==> src/rtl/tmr_pkg.sv <==
package tmr_pkg;
  localparam int BYTE_W  = 8;
  localparam int CNT_W   = 16;
  localparam int MODE_W  = 3;
  localparam int ACC_W   = 2;

  localparam logic [ACC_W-1:0] ACC_LATCH = 2'd0;
  localparam logic [ACC_W-1:0] ACC_LO    = 2'd1;
  localparam logic [ACC_W-1:0] ACC_HI    = 2'd2;
  localparam logic [ACC_W-1:0] ACC_WORD  = 2'd3;

  typedef struct packed {
    logic              out;
    logic              rsvd;
    logic [ACC_W-1:0]  acc;
    logic [MODE_W-1:0] mode;
    logic              bcd;
  } stat_t;
endpackage

==> src/rtl/tmr_cmd_decode.sv <==
module tmr_cmd_decode
  import tmr_pkg::*;
#(
  parameter int NCH = 3
) (
  input  logic              wr,
  input  logic [1:0]        addr,
  input  logic [BYTE_W-1:0] wdata,
  output logic [NCH-1:0]    prog,
  output logic [NCH-1:0]    cnt_req,
  output logic [NCH-1:0]    st_req,
  output logic [NCH-1:0]    data_wr
);
  localparam logic [1:0] CTL_ADDR = 2'd3;
  localparam logic [1:0] RB_SEL   = 2'd3;

  logic       ctl_wr;
  logic [1:0] sel;
  logic       is_rb;

  assign ctl_wr = wr && (addr == CTL_ADDR);
  assign sel    = wdata[7:6];
  assign is_rb  = (sel == RB_SEL);

  always_comb begin
    prog    = '0;
    cnt_req = '0;
    st_req  = '0;
    data_wr = '0;
    for (int i = 0; i < NCH; i++) begin
      if (wr && addr != CTL_ADDR && int'(addr) == i)
        data_wr[i] = 1'b1;
      if (ctl_wr && is_rb && wdata[1+i]) begin
        cnt_req[i] = !wdata[5];
        st_req[i]  = !wdata[4];
      end
      if (ctl_wr && !is_rb && int'(sel) == i) begin
        if (wdata[5:4] == ACC_LATCH) cnt_req[i] = 1'b1;
        else                         prog[i]    = 1'b1;
      end
    end
  end
endmodule

==> src/rtl/tmr_chan_regs.sv <==
module tmr_chan_regs
  import tmr_pkg::*;
(
  input  logic              clk,
  input  logic              rst_n,
  input  logic              prog,
  input  logic              cnt_req,
  input  logic              st_req,
  input  logic              data_wr,
  input  logic              rd_stb,
  input  logic [BYTE_W-1:0] wbyte,
  input  logic [CNT_W-1:0]  live,
  input  logic              out_i,
  output logic [MODE_W-1:0] cfg_mode,
  output logic              cfg_bcd,
  output logic [BYTE_W-1:0] rd_byte,
  output logic              ld_stb,
  output logic [CNT_W-1:0]  ld_val
);
  logic [ACC_W-1:0]  acc_q, acc_n;
  logic [MODE_W-1:0] mode_q, mode_n;
  logic              bcd_q, bcd_n;
  logic              wr_hi_q, wr_hi_n;
  logic [BYTE_W-1:0] hold_q, hold_n;
  logic              rd_hi_q, rd_hi_n;
  logic              cl_vld_q, cl_vld_n;
  logic              cl_hi_q, cl_hi_n;
  logic [ACC_W-1:0]  cl_acc_q, cl_acc_n;
  logic [CNT_W-1:0]  cl_val_q, cl_val_n;
  logic              st_vld_q, st_vld_n;
  stat_t             st_val_q, st_val_n;
  logic              ld_stb_q, ld_stb_n;
  logic [CNT_W-1:0]  ld_val_q, ld_val_n;

  always_comb begin
    acc_n    = acc_q;
    mode_n   = mode_q;
    bcd_n    = bcd_q;
    wr_hi_n  = wr_hi_q;
    hold_n   = hold_q;
    rd_hi_n  = rd_hi_q;
    cl_vld_n = cl_vld_q;
    cl_hi_n  = cl_hi_q;
    cl_acc_n = cl_acc_q;
    cl_val_n = cl_val_q;
    st_vld_n = st_vld_q;
    st_val_n = st_val_q;
    ld_stb_n = 1'b0;
    ld_val_n = ld_val_q;

    if (prog) begin
      acc_n   = wbyte[5:4];
      mode_n  = wbyte[3:1];
      bcd_n   = wbyte[0];
      wr_hi_n = 1'b0;
      rd_hi_n = 1'b0;
    end

    if (cnt_req && !cl_vld_q) begin
      cl_vld_n = 1'b1;
      cl_hi_n  = 1'b0;
      cl_acc_n = acc_q;
      cl_val_n = live;
    end

    if (st_req && !st_vld_q) begin
      st_vld_n = 1'b1;
      st_val_n = '{out: out_i, rsvd: 1'b0, acc: acc_q, mode: mode_q, bcd: bcd_q};
    end

    if (data_wr) begin
      unique case (acc_q)
        ACC_LO: begin
          ld_stb_n = 1'b1;
          ld_val_n = {8'h00, wbyte};
        end
        ACC_HI: begin
          ld_stb_n = 1'b1;
          ld_val_n = {wbyte, 8'h00};
        end
        ACC_WORD: begin
          if (!wr_hi_q) begin
            hold_n  = wbyte;
            wr_hi_n = 1'b1;
          end else begin
            ld_stb_n = 1'b1;
            ld_val_n = {wbyte, hold_q};
            wr_hi_n  = 1'b0;
          end
        end
        default: ;
      endcase
    end

    if (rd_stb) begin
      if (st_vld_q) begin
        st_vld_n = 1'b0;
      end else if (cl_vld_q) begin
        if (cl_acc_q == ACC_WORD && !cl_hi_q) cl_hi_n  = 1'b1;
        else                                  cl_vld_n = 1'b0;
      end else if (acc_q == ACC_WORD) begin
        rd_hi_n = !rd_hi_q;
      end
    end
  end

  always_comb begin
    if (st_vld_q) begin
      rd_byte = st_val_q;
    end else if (cl_vld_q) begin
      if (cl_acc_q == ACC_HI || (cl_acc_q == ACC_WORD && cl_hi_q)) rd_byte = cl_val_q[15:8];
      else                                                          rd_byte = cl_val_q[7:0];
    end else begin
      if (acc_q == ACC_HI || (acc_q == ACC_WORD && rd_hi_q)) rd_byte = live[15:8];
      else                                                    rd_byte = live[7:0];
    end
  end

  always_ff @(posedge clk or negedge rst_n) begin
    if (!rst_n) begin
      acc_q    <= ACC_WORD;
      mode_q   <= '0;
      bcd_q    <= 1'b0;
      wr_hi_q  <= 1'b0;
      hold_q   <= '0;
      rd_hi_q  <= 1'b0;
      cl_vld_q <= 1'b0;
      cl_hi_q  <= 1'b0;
      cl_acc_q <= ACC_WORD;
      cl_val_q <= '0;
      st_vld_q <= 1'b0;
      st_val_q <= '0;
      ld_stb_q <= 1'b0;
      ld_val_q <= '0;
    end else begin
      acc_q    <= acc_n;
      mode_q   <= mode_n;
      bcd_q    <= bcd_n;
      wr_hi_q  <= wr_hi_n;
      hold_q   <= hold_n;
      rd_hi_q  <= rd_hi_n;
      cl_vld_q <= cl_vld_n;
      cl_hi_q  <= cl_hi_n;
      cl_acc_q <= cl_acc_n;
      cl_val_q <= cl_val_n;
      st_vld_q <= st_vld_n;
      st_val_q <= st_val_n;
      ld_stb_q <= ld_stb_n;
      ld_val_q <= ld_val_n;
    end
  end

  assign cfg_mode = mode_q;
  assign cfg_bcd  = bcd_q;
  assign ld_stb   = ld_stb_q;
  assign ld_val   = ld_val_q;

  // programming takes the access field from the written byte
  a_r1_prog_applies: assert property (@(posedge clk) disable iff (!rst_n)
    prog |=> acc_q == $past(wbyte[5:4]));

  // the first byte of a word write never loads
  a_r4_first_byte_holds: assert property (@(posedge clk) disable iff (!rst_n)
    (data_wr && acc_q == ACC_WORD && !wr_hi_q) |=> !ld_stb_q);

  // a pending snapshot keeps its value until read
  a_r7_snapshot_frozen: assert property (@(posedge clk) disable iff (!rst_n)
    (cl_vld_q && !rd_stb) |=> (cl_vld_q && $stable(cl_val_q)));

  // reading a pending status clears it
  a_r9_status_clears: assert property (@(posedge clk) disable iff (!rst_n)
    (st_vld_q && rd_stb && !st_req) |=> !st_vld_q);
endmodule

==> src/rtl/tmr_regif.sv <==
module tmr_regif
  import tmr_pkg::*;
#(
  parameter int NCH = 3
) (
  input  logic                  clk,
  input  logic                  rst_n,
  input  logic [1:0]            bus_addr,
  input  logic                  bus_wr,
  input  logic                  bus_rd,
  input  logic [7:0]            bus_wdata,
  output logic [7:0]            bus_rdata,
  input  logic [NCH*CNT_W-1:0]  live_count,
  input  logic [NCH-1:0]        chan_out,
  output logic [NCH*MODE_W-1:0] cfg_mode,
  output logic [NCH-1:0]        cfg_bcd,
  output logic [NCH-1:0]        load_stb,
  output logic [CNT_W-1:0]      load_val
);
  logic [NCH-1:0]        prog, cnt_req, st_req, data_wr, rd_sel;
  logic [BYTE_W-1:0]     ch_byte [NCH];
  logic [CNT_W-1:0]      ch_ld   [NCH];
  logic [BYTE_W-1:0]     rdata_q, rdata_n;

  tmr_cmd_decode #(.NCH(NCH)) u_dec (
    .wr(bus_wr), .addr(bus_addr), .wdata(bus_wdata),
    .prog(prog), .cnt_req(cnt_req), .st_req(st_req), .data_wr(data_wr)
  );

  for (genvar g = 0; g < NCH; g++) begin : g_ch
    assign rd_sel[g] = bus_rd && (int'(bus_addr) == g);
    tmr_chan_regs u_ch (
      .clk(clk), .rst_n(rst_n),
      .prog(prog[g]), .cnt_req(cnt_req[g]), .st_req(st_req[g]),
      .data_wr(data_wr[g]), .rd_stb(rd_sel[g]), .wbyte(bus_wdata),
      .live(live_count[g*CNT_W +: CNT_W]), .out_i(chan_out[g]),
      .cfg_mode(cfg_mode[g*MODE_W +: MODE_W]), .cfg_bcd(cfg_bcd[g]),
      .rd_byte(ch_byte[g]), .ld_stb(load_stb[g]), .ld_val(ch_ld[g])
    );
  end

  always_comb begin
    rdata_n = rdata_q;
    if (bus_rd) begin
      rdata_n = '0;
      for (int i = 0; i < NCH; i++)
        if (int'(bus_addr) == i) rdata_n = ch_byte[i];
    end
  end

  always_ff @(posedge clk or negedge rst_n) begin
    if (!rst_n) rdata_q <= '0;
    else        rdata_q <= rdata_n;
  end

  always_comb begin
    load_val = '0;
    for (int i = 0; i < NCH; i++)
      if (load_stb[i]) load_val = ch_ld[i];
  end

  assign bus_rdata = rdata_q;

  // at most one channel is reloaded in any cycle
  a_r2_single_load: assert property (@(posedge clk) disable iff (!rst_n)
    $onehot0(load_stb));

  // the control address reads back as zero
  a_r11_ctl_reads_zero: assert property (@(posedge clk) disable iff (!rst_n)
    (bus_rd && bus_addr == 2'd3) |=> bus_rdata == 8'h00);
endmodule

==> config.mk <==
export PLATFORM = sky130hd
export DESIGN_NAME = tmr_regif
export DESIGN_NICKNAME = d
export VERILOG_FILES = /design/src/rtl/tmr_pkg.sv /design/src/rtl/tmr_cmd_decode.sv /design/src/rtl/tmr_chan_regs.sv /design/src/rtl/tmr_regif.sv
export SDC_FILE = /design/constraint.sdc
export NUM_CORES = 1
export LEC_CHECK = 0
export ABC_AREA = 1
export BUFFER_PORTS_ARGS = -buffer_cell sky130_fd_sc_hd__buf_2
export CAP_MARGIN = 10
export CORE_ASPECT_RATIO = 1.2
export CORE_MARGIN = 4
export CORE_UTILIZATION = 40
export DETAILED_ROUTE_END_ITERATION = 6
export GPL_ROUTABILITY_DRIVEN = 0
export SETUP_SLACK_MARGIN = 0.2
export SLEW_MARGIN = 20
export SYNTH_ARGS = -nofsm -noshare
export SYNTH_HDL_FRONTEND = slang
export SYNTH_SLANG_ARGS = --single-unit
==> constraint.sdc <==
create_clock -name clk -period 2.2 [get_ports clk]
set_input_delay 0.33 -clock clk [delete_from_list [all_inputs] [get_ports clk]]
set_output_delay 0.33 -clock clk [all_outputs]
set_load 0.02 [all_outputs]
Word-level counts from Yosys, hierarchy flattened. Index checks and enable logic that the tools add are counted.

Latch bits: 0. Output and inout port bits: 39. Memories: 0. Memory bits (writable): 0. Bits in read-only memories: 0. Register bits after elaboration: 191.

Muxes and demuxes: 118. Divide/modulo/power cells: 0. Bitwise logic cells: 3. Reduce and logical (&&, ||, !) cells: 67. Magnitude comparators: 0. Multipliers: 0. Eq/ne operators: 25. Shift operators: 0. Add/subtract/negate cells: 0.

Operator list (count): case mux 16 bit (3 select lines) (3); two-way mux 8 bit (15); two-way mux 16 bit (6); two-way mux 1 bit (91); == test 2 bit, second input constant (18); logical AND 1 bit (31); AND reduction 3 bit (6); zero test 1 bit (15); nonzero test 3 bit (3); == test 2 x 1 -> 1 bit, second input constant (3); zero test 2 bit (3); logical OR 1 bit (6); inequality test 2 x 1 -> 1 bit, second input constant (3); case mux 1 bit (2 select lines) (3); OR reduction 2 bit (3); inverter 1 bit (3); inequality test 2 bit, second input constant (1).

Depth between registers and ports, before layout.
Word-level depth: 13. Mapped depth: 12. Mapped depth without buffers: 12.

Modules after synthesis. A second synthesis with hierarchy kept.

Cells, all modules: 1279. Area, all modules: 9867.0 sq um.

Modules (own cells, without submodules): tmr_chan_regs (area each 2936.6 sq um, instances 3, cells an instance 362); tmr_regif (area each 880.8 sq um, instances 1, cells an instance 158); tmr_cmd_decode (area each 176.4 sq um, instances 1, cells an instance 35).

Worst setup path before layout. OpenSTA, ideal clock, no wires.

Path kind: register to output. Start: register g_ch[1].u_ch.ld_stb_q. End: output port load_val[10]. Buffers on the path: 2. Setup slack: 287 ps. Data required time: 1870 ps. Stages on the path, launching flop included: 6. Arrival time: 1583 ps. Path through: dfrtp_1 clkbuf_1 nor2_1 clkbuf_1 a221oi_1 a21oi_1.

Cells in the longest elaborated chain, start to end: 2.

Ends and longest elaborated chain: start: declaration (line tmr_chan_regs.sv:32) `logic ld_stb_q, ld_stb_n;`; start signal: assignment (line tmr_chan_regs.sv:148) `ld_stb_q <= ld_stb_n;`; two-way mux 16 bit (2 in a row) (line tmr_regif.sv:59) `if (load_stb[i]) load_val = ch_ld[i];`; end: declaration (line tmr_regif.sv:18) `output logic [CNT_W-1:0] load_val`.

No other way between the ends.

Worst setup path after layout.
Start: register g_ch[0].u_ch.ld_stb_q. End: output port load_val[2].

Cells in the longest elaborated chain, start to end: 3.

Ends and longest elaborated chain (line): start: declaration (tmr_chan_regs.sv:32); start signal: assignment (tmr_chan_regs.sv:148); two-way mux 16 bit (3 in a row) (tmr_regif.sv:59).

No other way between the ends.

==> impl_metrics.py <==
metrics = {
    "run_status": {
        "outcome": "finished, final reports clean",
    },
    "finish": {
        "regArea_um2": 4790,
        "area_delta_synth_final_pct": 17.3,
        "nets": 1409,
        "antenna_cells": 0,
        "nFillCells": 2364,
        "multi_input_area_um2": 3860,
        "drive_gt1_share_pct": 16.8,
    },
    "critical_path": {
        "crit_arrival_ns": 1.76,
        "cp.required_ns": 1.87,
        "crit_type": "reg -> out",
        "worstPathMaxFanout": 8,
        "r2r_setup_slack_ns": 0.29,
        "start_kind": "flip-flop",
        "r2r_end": "bus_rdata[1]$_DFFE_PN0P_",
        "r2r_start": "g_ch[1].u_ch.acc_q[0]$_DFFE_PN1P_",
        "endpoint_kind": "output port",
        "rr_worst_depth": 11,
    },
    "die": {
        "io-pin-count": 104,
        "die_y_um": 178,
        "fp.dieW_um": 149,
        "dieArea_um2": 26600,
        "core_area_um2": 23400,
        "start_util_pct": 41.0,
        "rows": 61,
    },
    "global_routing": {
        "grt_max_degree": 76,
        "grt_pass1_wl_um": 45300,
        "grt_usage_pct": 21.8,
        "grt_overflow": 0,
        "grt_pass1_vias": 8245,
        "antenna_found_initial": 0,
    },
    "detailed_routing": {
        "vias_per_cell": 5.15,
        "drtPass1Iterations": 7,
        "routed_wl_um": 28600,
        "drc": 0,
        "wire_per_inst_um": 17.2,
        "ant_nets": 0,
        "vias": 8563,
        "drt_iter0_drc": 631,
    },
    "clocking": {
        "clkTransAtPathRegs_ns": 0.07,
        "clockBufferDepth": 2,
        "cts-root-buf": "clkbuf_16",
        "htree_levels": 4,
        "clock_latency_ns": 0.43,
        "clock_sinks": 191,
        "cts_buffers": 17,
        "cts_tree": "built",
    },
    "placed_design": {
        "dp.final_hpwl_um": 20600,
        "io_buffers": 103,
        "post-place-ws_ns": 0.133,
    },
    "power_and_ir_drop": {
        "p_sw_mw": 4.28,
        "seqPwrFrac_pct": 44.5,
        "power.leakage_nw": 5.76,
        "vdd_drop_max_uv": 508,
        "p_per_area_nw_per_um2": 1060,
        "swShare_pct": 35.8,
        "internal-power_mw": 7.68,
        "pwr-share-comb_pct": 29.4,
        "clkPwrFrac_pct": 26.2,
        "power_mw": 12.0,
    },
    "sta": {
        "rsz0062_at_grt": "true",
        "fmax_ghz": 0.478,
        "hold_viol": 0,
        "period_minus_slack_ns": 2.09,
        "timing.slew.headroom_pct": 64.6,
        "fin_tns_setup_ns": 0,
        "timing.final.crit_share_pct": 95.0,
        "fin_ws_ns": 0.110,
        "setup_violations": 0,
        "finClkSkew_ns": 0.0106,
        "tightest_slew_ns": 0.530,
        "whs_ns": 0.149,
        "slew_viol_final": 0,
    },
    "hold_path": {
        "hold_path_class": "in -> reg",
        "min_to": "g_ch[1].u_ch.st_val_q[7]$_DFFE_PN0P_",
        "worstHoldStart": "chan_out[1]",
        "hold_depth": 3,
    },
    "synthesis": {
        "ys_seq_area_share_pct": 49.9,
        "synth_cells": 1232,
        "synth_nets": 1306,
        "synth_warnings": 0,
        "synth_seq_cells": 191,
        "synthDistinctLibCells": 31,
        "synth.cell_area_um2": 9600,
        "avgSynthCellArea_um2": 7.79,
    },
    "flow_run": {
        "cap_viol_max_count": 0,
    },
}
[power groups by stage]
stage	clock network [mW]	logic (mW)	registers, mW
floorplan	0	2.35	5.16
global placement	0	3.35	5.35
detailed placement	0	3.41	5.36
CTS	3.18	3.45	5.30
global route	3.32	3.99	5.43
finish	3.13	3.51	5.32
[synthesized netlist by cell type (all sizes together)]
master  instances  area (um^2)
a21oi          49          245
a221oi         16          140
a31oi           8         50.1
buf            38          244
clkbuf         24         90.1
clkinv          5         18.8
dfrtp         179         4480
dfstp          12          315
ha              9          113
inv           173          649
nand2         266          998
nand3         156          811
nand4           5         31.3
nor2          117          459
nor3            6         41.3
nor4            1         6.26
o211ai          1         7.51
o21a            1         7.51
o21ai         150          792
o22ai          16          100
[flip-flops by register name, summed over array words and instances, names as in the netlist]
name and flops:
g_ch.u_ch.cl_val_q 48, g_ch.u_ch.cl_hi_q 3, g_ch.u_ch.ld_stb 3, g_ch.u_ch.st_val_q 21, bus_rdata 8, g_ch.u_ch.cfg_bcd 3, g_ch.u_ch.cfg_mode 9, g_ch.u_ch.cl_vld_q 3
g_ch.u_ch.hold_q 24, g_ch.u_ch.st_vld_q 3, g_ch.u_ch.rd_hi_q 3, g_ch.u_ch.cl_acc_q 6, g_ch.u_ch.ld_val 48, g_ch.u_ch.wr_hi_q 3, g_ch.u_ch.acc_q 6
[layout by cell type, fill, tap and decap left out, types with 16 or more instances in the layout]
cell,instances
nand2_1,259
dfrtp_1,179
inv_1,167
nand3_1,153
nor2_1,110
buf_2,96
o21ai_0,91
o21ai_1,48
a21oi_1,47
buf_4,39
clkbuf_16,17
o22ai_1,16
[cell families (layout without fill, tap and decap cells)]
| group | count (synthesis) | count (layout) | synth area share (%) |
|---|---|---|---|
| flops | 191 | 191 | 49.9 |
| buf+inv | 240 | 356 | 10.4 |
| compound gates | 241 | 241 | 14.0 |
| fa+ha+maj | 9 | 9 | 1.17 |
| simple gates | 551 | 551 | 24.5 |
[repair_timing]
action | in CTS | in global routing
endpoints found under the hold margin | 34 | 0
hold buffers | 1 | 0
setup endpoints to repair | 22 | 35
gates resized for setup | 8 | 20
setup buffers | 1 | 1
cloned | 0 | 2
[per-stage QoR]
stage | std cells | utilization (%) | instance area (um^2)
after floorplan | 1232 | - | 9600
after global placement | 1626 | 45.0 | 10500
after detailed placement | 1626 | 45.0 | 10500
after CTS | 1660 | 47.7 | 11200
after global routing | 1663 | 48.0 | 11300
final | 1663 | 48.0 | 11300
[worst max-delay path, cell delays in order (launching register included)]
cell and delay (ns):
dfrtp_1 0.42, inv_2 0.06, nor2_4 0.13, buf_6 0.17, a221oi_1 0.08, a21oi_1 0.26, buf_4 0.20
[layout make-up]
class	instances	share of cell area (%)
Multi-Input combinational cell	801	34.3
Tap cell	315	3.50
Timing Repair inverter	1	0.0445
Clock buffer	23	4.25
Inverter	178	5.97
Sequential cell	191	42.6
Timing Repair Buffer	145	8.35
Clock inverter	9	0.978
[per-layer routing]
layer  global-route usage (%)  part of all wire (%)  up-vias
met5                        0                     0        -
met4                     7.97                   2.8        0
met3                     3.32                   4.7       48
met2                     36.3                    49      250
met1                     28.9                    43     4084
li1                         -                     -     4181
[worst max-delay path by stage]
stage / startpoint / endpoint / slack (ns)
3_3_place_gp: g_ch[1].u_ch.acc_q[1]$_DFFE_PN1P_ / bus_rdata[4]$_DFFE_PN0P_ / 0.15
4_1_cts: g_ch[0].u_ch.ld_stb$_DFF_PN0_ / load_val[2] / 0.16
5_1_grt: g_ch[0].u_ch.ld_stb$_DFF_PN0_ / load_val[9] / 0.06
2_1_floorplan: g_ch[1].u_ch.ld_stb$_DFF_PN0_ / load_val[10] / 0.29
3_5_place_dp: g_ch[1].u_ch.acc_q[0]$_DFFE_PN1P_ / bus_rdata[4]$_DFFE_PN0P_ / 0.13
6_report: g_ch[0].u_ch.ld_stb$_DFF_PN0_ / load_val[2] / 0.11
Power figures use the tool's default switching activity.
